$ cat src/rtl/turn_route_pkg.sv
package turn_route_pkg;

    localparam int NPORT   = 5;
    localparam int NMESH   = NPORT - 1;
    localparam int DIR_W   = 3;

    typedef enum logic [1:0] {
        MODE_XY = 2'd0,
        MODE_WF = 2'd1,
        MODE_NL = 2'd2,
        MODE_NF = 2'd3
    } route_mode_e;

    typedef enum logic [DIR_W-1:0] {
        DIR_LOCAL = 3'd0,
        DIR_XP    = 3'd1,
        DIR_XN    = 3'd2,
        DIR_YP    = 3'd3,
        DIR_YN    = 3'd4
    } dir_e;

    typedef logic [NPORT-1:0] port_mask_t;

    // Productive directions toward the destination
    typedef struct packed {
        logic yn;
        logic yp;
        logic xn;
        logic xp;
    } heading_t;

    typedef struct packed {
        logic       valid;
        port_mask_t port;
        port_mask_t permit;
        logic       turn_bad;
    } route_res_t;

    function automatic port_mask_t dir_bit(dir_e d);
        return port_mask_t'(1) << d;
    endfunction

    // Isolate lowest set bit: lower index is higher priority
    function automatic port_mask_t lowest_set(port_mask_t m);
        return m & (~m + port_mask_t'(1));
    endfunction

    function automatic logic is_y(dir_e d);
        return (d == DIR_YP) || (d == DIR_YN);
    endfunction

    function automatic logic is_x(dir_e d);
        return (d == DIR_XP) || (d == DIR_XN);
    endfunction

    // Two banned 90-degree turns per adaptive discipline; XY bans all y->x
    function automatic logic turn_banned(route_mode_e m, dir_e from, dir_e to);
        logic r;
        unique case (m)
            MODE_XY: r = is_y(from) && is_x(to);
            MODE_WF: r = is_y(from) && (to == DIR_XN);
            MODE_NL: r = (from == DIR_YP) && is_x(to);
            MODE_NF: r = ((from == DIR_XP) && (to == DIR_YN)) ||
                         ((from == DIR_YP) && (to == DIR_XN));
            default: r = 1'b0;
        endcase
        return r;
    endfunction

endpackage

$ cat src/rtl/turn_route_permit.sv
module turn_route_permit
    import turn_route_pkg::*;
#(
    parameter int COORD_W = 4
) (
    input  route_mode_e        mode,
    input  logic [COORD_W-1:0] cur_x,
    input  logic [COORD_W-1:0] cur_y,
    input  logic [COORD_W-1:0] dst_x,
    input  logic [COORD_W-1:0] dst_y,
    output port_mask_t         permit
);

    heading_t   hd;
    port_mask_t prod;
    port_mask_t neg_prod;

    always_comb begin
        hd.xp = dst_x > cur_x;
        hd.xn = dst_x < cur_x;
        hd.yp = dst_y > cur_y;
        hd.yn = dst_y < cur_y;
        prod  = {hd.yn, hd.yp, hd.xn, hd.xp, 1'b0};
        neg_prod = prod & (dir_bit(DIR_XN) | dir_bit(DIR_YN));
    end

    always_comb begin
        permit = '0;
        if (prod == '0) begin
            permit = dir_bit(DIR_LOCAL);
        end else begin
            unique case (mode)
                MODE_XY: begin
                    if (hd.xp)      permit = dir_bit(DIR_XP);
                    else if (hd.xn) permit = dir_bit(DIR_XN);
                    else if (hd.yp) permit = dir_bit(DIR_YP);
                    else            permit = dir_bit(DIR_YN);
                end
                MODE_WF: begin
                    if (hd.xn) permit = dir_bit(DIR_XN);
                    else       permit = prod;
                end
                MODE_NL: begin
                    if (hd.xp || hd.xn) permit = prod & ~dir_bit(DIR_YP);
                    else                permit = prod;
                end
                MODE_NF: begin
                    if (neg_prod != '0) permit = neg_prod;
                    else                permit = prod;
                end
                default: permit = prod;
            endcase
        end
    end

endmodule

$ cat src/rtl/turn_route_pick.sv
module turn_route_pick
    import turn_route_pkg::*;
(
    input  port_mask_t        permit,
    input  logic [NMESH-1:0]  busy,
    output port_mask_t        choice
);

    port_mask_t avail;

    always_comb begin
        // local port never reports congestion
        avail  = permit & ~{busy, 1'b0};
        choice = (avail != '0) ? lowest_set(avail) : lowest_set(permit);
    end

endmodule

$ cat src/rtl/turn_route_guard.sv
module turn_route_guard
    import turn_route_pkg::*;
(
    input  route_mode_e       mode,
    input  logic [DIR_W-1:0]  prev_dir,
    input  port_mask_t        choice,
    output logic              banned
);

    dir_e from_d;
    logic [NPORT-1:0] hit;

    always_comb begin
        from_d = (prev_dir < DIR_W'(NPORT)) ? dir_e'(prev_dir) : DIR_LOCAL;
    end

    for (genvar g = 0; g < NPORT; g++) begin : g_turn
        assign hit[g] = choice[g] && turn_banned(mode, from_d, dir_e'(g));
    end

    assign banned = |hit;

endmodule

$ cat src/rtl/turn_route_unit.sv
module turn_route_unit
    import turn_route_pkg::*;
#(
    parameter int COORD_W = 4
) (
    input  logic               clk,
    input  logic               rst,
    input  logic               in_valid,
    input  logic [1:0]         in_mode,
    input  logic [COORD_W-1:0] cur_x,
    input  logic [COORD_W-1:0] cur_y,
    input  logic [COORD_W-1:0] dst_x,
    input  logic [COORD_W-1:0] dst_y,
    input  logic [2:0]         in_prev_dir,
    input  logic [3:0]         port_busy,
    output logic               out_valid,
    output logic [4:0]         out_port,
    output logic [4:0]         out_permit,
    output logic               out_turn_bad
);

    route_mode_e mode;
    port_mask_t  permit_c;
    port_mask_t  choice_c;
    logic        banned_c;
    route_res_t  res_q;

    assign mode = route_mode_e'(in_mode);

    turn_route_permit #(.COORD_W(COORD_W)) u_permit (
        .mode   (mode),
        .cur_x  (cur_x),
        .cur_y  (cur_y),
        .dst_x  (dst_x),
        .dst_y  (dst_y),
        .permit (permit_c)
    );

    turn_route_pick u_pick (
        .permit (permit_c),
        .busy   (port_busy),
        .choice (choice_c)
    );

    turn_route_guard u_guard (
        .mode     (mode),
        .prev_dir (in_prev_dir),
        .choice   (choice_c),
        .banned   (banned_c)
    );

    always_ff @(posedge clk) begin
        if (rst) begin
            res_q <= '0;
        end else begin
            res_q.valid <= in_valid;
            if (in_valid) begin
                res_q.port     <= choice_c;
                res_q.permit   <= permit_c;
                res_q.turn_bad <= banned_c;
            end
        end
    end

    assign out_valid    = res_q.valid;
    assign out_port     = res_q.port;
    assign out_permit   = res_q.permit;
    assign out_turn_bad = res_q.turn_bad;

    AST_HOLD_IDLE: assert property (@(posedge clk) disable iff (rst)
        !in_valid |=> $stable(out_port) && $stable(out_permit)) else $error("hold");
    AST_ARRIVED_LOCAL: assert property (@(posedge clk) disable iff (rst)
        in_valid && cur_x == dst_x && cur_y == dst_y |=> out_port == 5'b00001) else $error("local");
    AST_XY_X_FIRST: assert property (@(posedge clk) disable iff (rst)
        in_valid && in_mode == 2'd0 && cur_x != dst_x |=> out_port[2:1] != 2'b00) else $error("xy");
    AST_WF_WEST_ONLY: assert property (@(posedge clk) disable iff (rst)
        in_valid && in_mode == 2'd1 && dst_x < cur_x |=> out_permit == 5'b00100) else $error("wf");
    AST_NL_NO_NORTH: assert property (@(posedge clk) disable iff (rst)
        in_valid && in_mode == 2'd2 && cur_x != dst_x |=> !out_permit[3]) else $error("nl");
    AST_NF_NEG_FIRST: assert property (@(posedge clk) disable iff (rst)
        in_valid && in_mode == 2'd3 && (dst_x < cur_x || dst_y < cur_y)
        |=> !out_port[1] && !out_port[3]) else $error("nf");
    AST_ONE_HOT_PICK: assert property (@(posedge clk) disable iff (rst)
        out_valid |-> $countones(out_port) == 1 && (out_port & ~out_permit) == '0) else $error("onehot");
    AST_AVOID_BUSY: assert property (@(posedge clk) disable iff (rst)
        in_valid && in_mode != 2'd0 && ((permit_c & ~{port_busy, 1'b0}) != '0)
        |=> (out_port & {$past(port_busy), 1'b0}) == '0) else $error("busy");

endmodule

$ cat config.mk
export PLATFORM = sky130hd
export DESIGN_NAME = turn_route_unit
export DESIGN_NICKNAME = d
export VERILOG_FILES = /design/src/rtl/turn_route_pkg.sv /design/src/rtl/turn_route_permit.sv /design/src/rtl/turn_route_pick.sv /design/src/rtl/turn_route_guard.sv /design/src/rtl/turn_route_unit.sv
export SDC_FILE = /design/constraint.sdc
export NUM_CORES = 1
export LEC_CHECK = 0
export CORE_MARGIN = 2
export CORE_UTILIZATION = 55
export CTS_BUF_LIST = sky130_fd_sc_hd__clkbuf_4 sky130_fd_sc_hd__clkbuf_8
export DETAILED_ROUTE_END_ITERATION = 12
export DONT_BUFFER_PORTS = 1
export PLACE_DENSITY_LB_ADDON = 0.2
export SYNTH_ARGS = -nofsm -noshare
export SYNTH_HDL_FRONTEND = slang
export SYNTH_SLANG_ARGS = --single-unit
export TNS_END_PERCENT = 100
$ cat constraint.sdc
create_clock -name clk -period 4.9 [get_ports clk]
set_clock_uncertainty 0.2 [all_clocks]
set_input_delay 0 -clock clk [delete_from_list [all_inputs] [get_ports clk]]
set_output_delay 0 -clock clk [all_outputs]
set_load 0.05 [all_outputs]
After elaboration in Yosys (flattened, before gate mapping)
Cells that the tools add are included.
{"block": "classes", "eq_ne": 6, "muxes": 14, "div_mod_pow": 0, "n_mul": 0, "add_sub_neg": 2, "bitwise_logic": 6, "shift": 0, "n_reduce_logical": 17, "order_cmp": 5}
{"op": "$mux W5", "count": 6}
{"op": "$pmux W5 S4", "count": 1}
{"op": "$and A5 B5 Y5", "count": 3}
{"op": "$not A5 Y5", "count": 3}
{"op": "$add A5 B1 Y5 const B", "count": 2}
{"op": "$reduce_bool A5 Y1", "count": 2}
{"op": "$gt A4 B4 Y1", "count": 2}
{"op": "$lt A4 B4 Y1", "count": 2}
{"op": "$mux W4", "count": 2}
{"op": "$reduce_or A2 Y1", "count": 3}
{"op": "$logic_and A1 B1 Y1", "count": 5}
{"op": "$logic_not A5 Y1", "count": 1}
{"op": "$reduce_or A5 Y1", "count": 1}
{"op": "$eq A2 B2 Y1 const B", "count": 2}
{"op": "$pmux W1 S2", "count": 2}
{"op": "$reduce_or A4 Y1", "count": 1}
{"op": "$eq A3 B1 Y1 const B", "count": 1}
{"op": "$eq A3 B2 Y1 const B", "count": 1}
{"op": "$eq A3 B3 Y1 const B", "count": 1}
{"op": "$lt A3 B3 Y1 const B", "count": 1}
{"op": "$mux W3", "count": 1}
{"op": "$pmux W1 S3", "count": 1}
{"op": "$reduce_or A3 Y1", "count": 1}
{"op": "$eq A2 B1 Y1 const B", "count": 1}
{"op": "other kinds (3)", "count": 4}
{"block": "word_totals", "memories": 0, "in_bits": 28, "register_bits": 12, "rom_bits": 0, "output_inout_bits": 12, "latchBits": 0, "ram_bits": 0}

Longest topological paths before layout
Gate-level depths: netlist (run 1).
{"block": "logic_depth", "depth_word": 13, "mapped_depth": 9, "ltp_nobuf": 8}

By module
A second synthesis (run 1) with hierarchy kept.
{"block": "unflattened", "hier_cells": 99, "area_unflattened_um2": 863.3}
{"module": "turn_route_unit", "seq_area_each_um2": 240.2, "area_each_um2": 414.1, "instances": 1, "cells_per_inst": 37}
{"module": "turn_route_permit", "seq_area_each_um2": 0.0, "area_each_um2": 265.3, "instances": 1, "cells_per_inst": 37}
{"module": "turn_route_pick", "seq_area_each_um2": 0.0, "area_each_um2": 128.9, "instances": 1, "cells_per_inst": 18}
{"module": "turn_route_guard", "seq_area_each_um2": 0.0, "area_each_um2": 55.1, "instances": 1, "cells_per_inst": 7}

Worst setup path after synthesis (run 1)
No wires, ideal clock.
{"block": "synth_timing", "path_kind": "input to register", "start": "in cur_y[1]", "end": "reg res_q, in the netlist out_port[1]", "path_buffers": 0, "cell_stages": 8, "path_slack_ns": 3.175, "t_arrival_ns": 1.409, "setup_time_ns": 0.116, "required_time_ns": 4.584, "cell_sequence": "inv_1 -> ha_1 -> nor2b_4 -> o211a_1 -> nor2_1 -> o211ai_1 -> a21o_1 -> a31o_1"}
{"block": "synth_via", "elab_chain_len": 10, "elab_cells_between_ends": 21, "classes_between": "add/sub: 2; order compare: 2; mux: 9; bitwise: 5; reduce/logical: 3"}
{"item": "start, declared", "line": "turn_route_unit.sv:11", "source": "input logic [COORD_W-1:0] cur_y,"}
{"item": "$lt A4 B4 Y1", "line": "turn_route_permit.sv:22", "source": "hd.yn = dst_y < cur_y;"}
{"item": "$reduce_bool A5 Y1", "line": "turn_route_permit.sv:48", "source": "if (neg_prod != '0) permit = neg_prod;"}
{"item": "$mux W4", "line": "turn_route_permit.sv:48"}
{"item": "$pmux W5 S4", "line": "turn_route_permit.sv:32", "source": "unique case (mode)"}
{"item": "$mux W5 (*)", "line": "turn_route_permit.sv:29", "source": "if (prod == '0) begin"}
{"item": "$and A5 B5 Y5", "line": "turn_route_pick.sv:13", "source": "avail = permit & ~{busy, 1'b0};"}
{"item": "$not A5 Y5", "line": "turn_route_pkg.sv:45", "source": "return m & (~m + port_mask_t'(1));"}
{"item": "$add A5 B1 Y5", "line": "turn_route_pkg.sv:45"}
{"item": "$and A5 B5 Y5", "line": "turn_route_pkg.sv:45"}
{"item": "$mux W5 (*)", "line": "turn_route_pick.sv:14", "source": "choice = (avail != '0) ? lowest_set(avail) : lowest_set(permit);"}
{"item": "end, declared", "line": "turn_route_unit.sv:26", "source": "route_res_t res_q;"}
Mark *: on every way between the ends. The rest lies on a longest branch, timed or not.
A chain may end at the register's enable or synchronous reset.

==> flow_summary.yaml, run 1 <==
outcome:
  status: "finished clean"
synthesis:
  ys_seq_elements: 11
  seq_area_frac_synth_pct: 24.28
  synth_ff_type: "dfxtp_1"
  ys_warn_count: 0
  syn_area_sq_um: 907.1
  synth_edf_count: 0
  synth_nets: 142
  yosys.cell_types.count: 41
  synthArstFlopShare_pct: 0
  synthCells: 106
  syn_area_per_cell_sq_um: 8.558
cells_and_area:
  area_growth_pct: 13.38
  regArea_sq_um: 220.2
  fillers: 122
  final_cell_mix: "inv_1 (11), dlygate4sd3_1 (11), dfxtp_1 (11), a21oi_1 (10), nor2_1 (9)"
  final_area_sq_um: 1028
  utilization_pct: 67.49
  multi_input_area_sq_um: 606.8
  drive_gt1_share_pct: 14.53
  diodes: 0
  fin_nets: 154
place:
  portBuffers: 0
  gp_congestion: 0.8266
  place_area_sq_um: 888.4
  hpwl_mm: 1.594
die:
  rows: 14
  ioPinCount: 40
  coreArea_sq_um: 1524
  start_util_pct: 59.52
  die-width_microns: 44.61
  die_h_microns: 44.61
  die-area_sq_um: 1990
power:
  ir_drop_mv: 0.1725
  powerDensity_nw_per_um2: 240.6
  p_leak_nw: 0.4530
drt:
  via_per_inst: 6.323
  wl_per_cell_microns: 16.26
  num_vias: 841
  drt_iter0_drc: 27
  ant_nets: 0
  drc: 0
  wirelength_mm: 2.163
  first_pass_iters: 4
critical_path:
  worstPathMaxFanout: 14
  criticalPathCategory: "input port to flop"
  required_ns: 4.91
  cp-start-kind: "input port"
  end_kind: "flop"
  worst_ep_arrival_time_ns: 2.60
global_routing:
  grt_pass1_vias: 795
  antenna_found_initial: 0
  grt_max_degree: 15
  grt_pass1_wl_mm: 3.263
  grt_overflow: 0
  grt_usage_pct: 22.32
sta:
  rsz0062_at_grt: "no"
  setup_violations: 0
  slew_headroom_pct: 34.47
  period_share_pct: 52.75
  tns_ns: 0
  hold_viol: 0
  max_clock_freq_ghz: 0.3869
  maxSlewViolCount: 0
  worstMarginPinSlew_ns: 0.9816
  finalCriticalPeriod_ns: 2.585
clock_network:
  clk_latency_ns: 0.27
  tritoncts: "yes"
  cts_max_level: 1
  cts_made_buffers: 3
  root_buffer: "clkbuf_4"
  cts_resized: 0
  post-cts-setup-buffers: 0
  clkSlewWorstSetupHoldPaths_ns: 0.07
  cts.sinks: 11
  cts_buffer_depth: 2
run:
  drv_cap: 0
hold_path:
  hp-class: "input port to flop"
cells by family (layout without fill, tap and decap cells):
group	Yosys count	after routing	synth area share (%)
simple gates	38	38	25.65
compound gates	29	29	24.69
buf+inv	15	26	8.828
flops	11	11	24.28
fa+ha+maj	8	8	11.03
mux	5	5	5.517
critical path, cell delays in order:
cell and delay (ns):
dlygate4sd3_1 0.91, nand4_1 0.14, dlygate4sd3_1 0.60, nor3_1 0.18, nand3_1 0.11, o211ai_1 0.10, dlygate4sd3_1 0.57
cells in the mapped netlist (3+ instances only):
master | count | area, sq um
dfxtp_1 | 11 | 220.2
inv_1 | 11 | 41.29
a21oi_1 | 10 | 50.05
nor2_1 | 9 | 33.78
ha_1 | 8 | 100.1
mux2i_1 | 5 | 50.05
nor3_1 | 4 | 20.02
o211ai_1 | 4 | 30.03
nand3_1 | 3 | 15.01
nor2b_1 | 3 | 18.77
worst paths after layout:
| path | from | end | slack, ns | depth (start not counted) |
|---|---|---|---|---|
| setup reg to reg | out_turn_bad | out_turn_bad | 2.83 | 3 |
| hold reg to reg | out_permit[4] | out_permit[4] | 0.53 | 2 |
| setup / recovery | in_valid | out_turn_bad | 2.32 | 7 |
| hold / removal | in_mode[0] | out_permit[3] | 0.02 | 4 |
per-stage QoR:
stage,hold slack [ns],power (mW),setup WS [ns],cells
after floorplan,-0.1167,0.1668,3.175,106
after global placement,-0.1282,0.1707,3.018,118
after detailed placement,-0.1263,0.1730,2.933,118
after CTS,0.01824,0.2494,2.359,133
after global routing,0.03586,0.2608,2.183,133
final,0.01845,0.2474,2.315,133
layout make-up:
cell class	count	area share, %
inverters	11	4.015
repair buffers	11	10.71
flip-flops and latches	11	21.41
multi-input cells	80	59.00
well taps	16	1.946
clock buffers	4	2.920
what timing repair did:
item | in CTS | in global routing
hold buffers | 11 | 0
hold endpoints to repair | 11 | 0
setup endpoints to repair | 0 | 0
metal layers:
| metal | global-route usage (%) | wire length [microns] |
|---|---|---|
| met1 | 25.62 | 933 |
| met2 | 36.81 | 994 |
| met5 | 0 | 0 |
| met4 | 7.879 | 13 |
| met3 | 9.388 | 222 |
where the power goes:
part	internal [mW]	switching (mW)
Clock	0.0370	0.0287
Combinational	0.0302	0.0375
Sequential	0.0943	0.0198
flip-flops by register name (all words and copies together) (netlist names):
| signal | cells |
|---|---|
| out_permit | 5 |
| out_valid | 1 |
| out_turn_bad | 1 |
| out_port | 4 |
Power figures use the tool's default switching activity.
==> run 2, diff against run 1 <==
Clock period 4.9 ns to 2.4 ns, I/O delays scaled along.
==> flow_summary.yaml, run 2 (synthesis results as in run 1) <==
place:
  place_area_sq_um: 903.4
  pre_cts_ws_ns: 0.4823
  gp_congestion: 0.8152
  portBuffers: 0
  hpwl_mm: 1.507
power:
  p_sw_share_pct: 34.38
  ir_drop_mv: 0.4397
  intPower_mw: 0.3333
  pwr-share-clk_pct: 26.4
  powerDensity_nw_per_um2: 477.6
  p_total_mw: 0.5079
  power_frac_comb_pct: 28.2
  p_leak_nw: 0.4700
  p_switching_mw: 0.1746
  p_seq_share_pct: 45.3
drt:
  wirelength_mm: 2.051
  via_per_inst: 6.044
  wl_per_cell_microns: 14.97
  num_vias: 828
  first_pass_iters: 4
  ant_nets: 0
  drt_iter0_drc: 17
  drc: 0
cells_and_area:
  final_area_sq_um: 1064
  final_common_cell: "dlygate4sd3_1"
  diodes: 0
  area_growth_pct: 17.24
  multi_input_area_sq_um: 606.8
  largest_reg_flops: 5
  drive_gt1_share_pct: 15.70
  final_cell_mix: "dlygate4sd3_1 (13), inv_1 (11), dfxtp_1 (11), a21oi_1 (10), nor2_1 (9)"
  fin_nets: 158
  regArea_sq_um: 220.2
  fillers: 131
run:
  drv_cap: 0
clock_network:
  cts_buffer_depth: 2
  cts_made_buffers: 3
  cts_max_level: 1
  root_buffer: "clkbuf_4"
  tritoncts: "yes"
  cts.sinks: 11
  clk_latency_ns: 0.26
  clkSlewWorstSetupHoldPaths_ns: 0.07
critical_path:
  worstPathMaxFanout: 4
  cp-start-kind: "input port"
  worst_ep_arrival_time_ns: 2.11
  required_ns: 2.41
  criticalPathCategory: "input port to flop"
  end_kind: "flop"
  ff2ff_setup_slack_ns: 0.68
sta:
  finalCriticalPeriod_ns: 2.095
  setup_slack_ns: 0.3050
  maxSlewViolCount: 0
  period_share_pct: 87.29
  setup_violations: 0
  hold_ws_ns: 0.02607
  slew_headroom_pct: 63.03
  max_clock_freq_ghz: 0.4773
  tns_ns: 0
  rsz0062_at_grt: "no"
  hold_viol: 0
  worstMarginPinSlew_ns: 0.5527
outcome:
  status: "finished clean"
global_routing:
  grt_overflow: 0
  grt_pass1_wl_mm: 3.249
  grt_max_degree: 15
  antenna_found_initial: 0
  grt_usage_pct: 22.48
  grt_pass1_vias: 772
hold_path:
  hp-class: "input port to flop"
die:
  die-width_microns: 44.61
  die_h_microns: 44.61
  rows: 14
  ioPinCount: 40
  start_util_pct: 59.52
  coreArea_sq_um: 1524
  die-area_sq_um: 1990
[run 2: metrics by stage]
stage	std cells	utilization, %
after floorplan	106	-
after global placement	120	59.28
after detailed placement	120	59.28
after CTS	137	69.79
after global routing	137	69.79
final	137	69.79
[run 2: final timing paths]
| check | cells after the start | to | from |
|---|---|---|---|
| worst max-delay path | 7 | out_port[3] | in_mode[1] |
| worst min-delay path | 4 | out_turn_bad | in_mode[0] |
| worst max register to register | 3 | out_port[3] | out_port[3] |
| worst min register to register | 2 | out_turn_bad | out_turn_bad |
[run 2: worst max-delay path, stage by stage]
cell and delay (ns):
dlygate4sd3_1 0.63, and2_2 0.21, nand3_1 0.11, a311oi_2 0.32
nand3_1 0.13, a21oi_1 0.14, dlygate4sd3_1 0.57
[run 2: routing by layer]
| layer | track usage [%] | vias to the layer above | part of all wire (%) |
|---|---|---|---|
| li1 | - | 423 | - |
| met1 | 28.86 | 368 | 45 |
| met2 | 35.94 | 35 | 46 |
| met3 | 7.347 | 2 | 7.7 |
| met4 | 6.061 | 0 | 1.0 |
| met5 | 0 | - | 0 |
[run 2: cell type report]
type / count / share of cell area (%)
Multi-Input combinational cell: 80 / 57.06
Sequential cell: 11 / 20.71
Timing Repair Buffer: 15 / 13.65
Inverter: 11 / 3.882
Clock buffer: 4 / 2.824
Tap cell: 16 / 1.882
[run 2: what timing repair did]
action,CTS,global route
setup buffers,0,0
endpoints found under the hold margin,11,0
resized for setup,0,0
hold buffers,13,0
[run 2: power by group through the flow]
stage               logic (mW)  registers (mW)  clock network [mW]
detailed placement       0.118           0.235                   0
CTS                      0.142           0.231               0.137
global placement         0.115           0.235                   0
floorplan                0.105           0.235                   0
global route             0.160           0.231               0.144
finish                   0.143           0.230               0.134
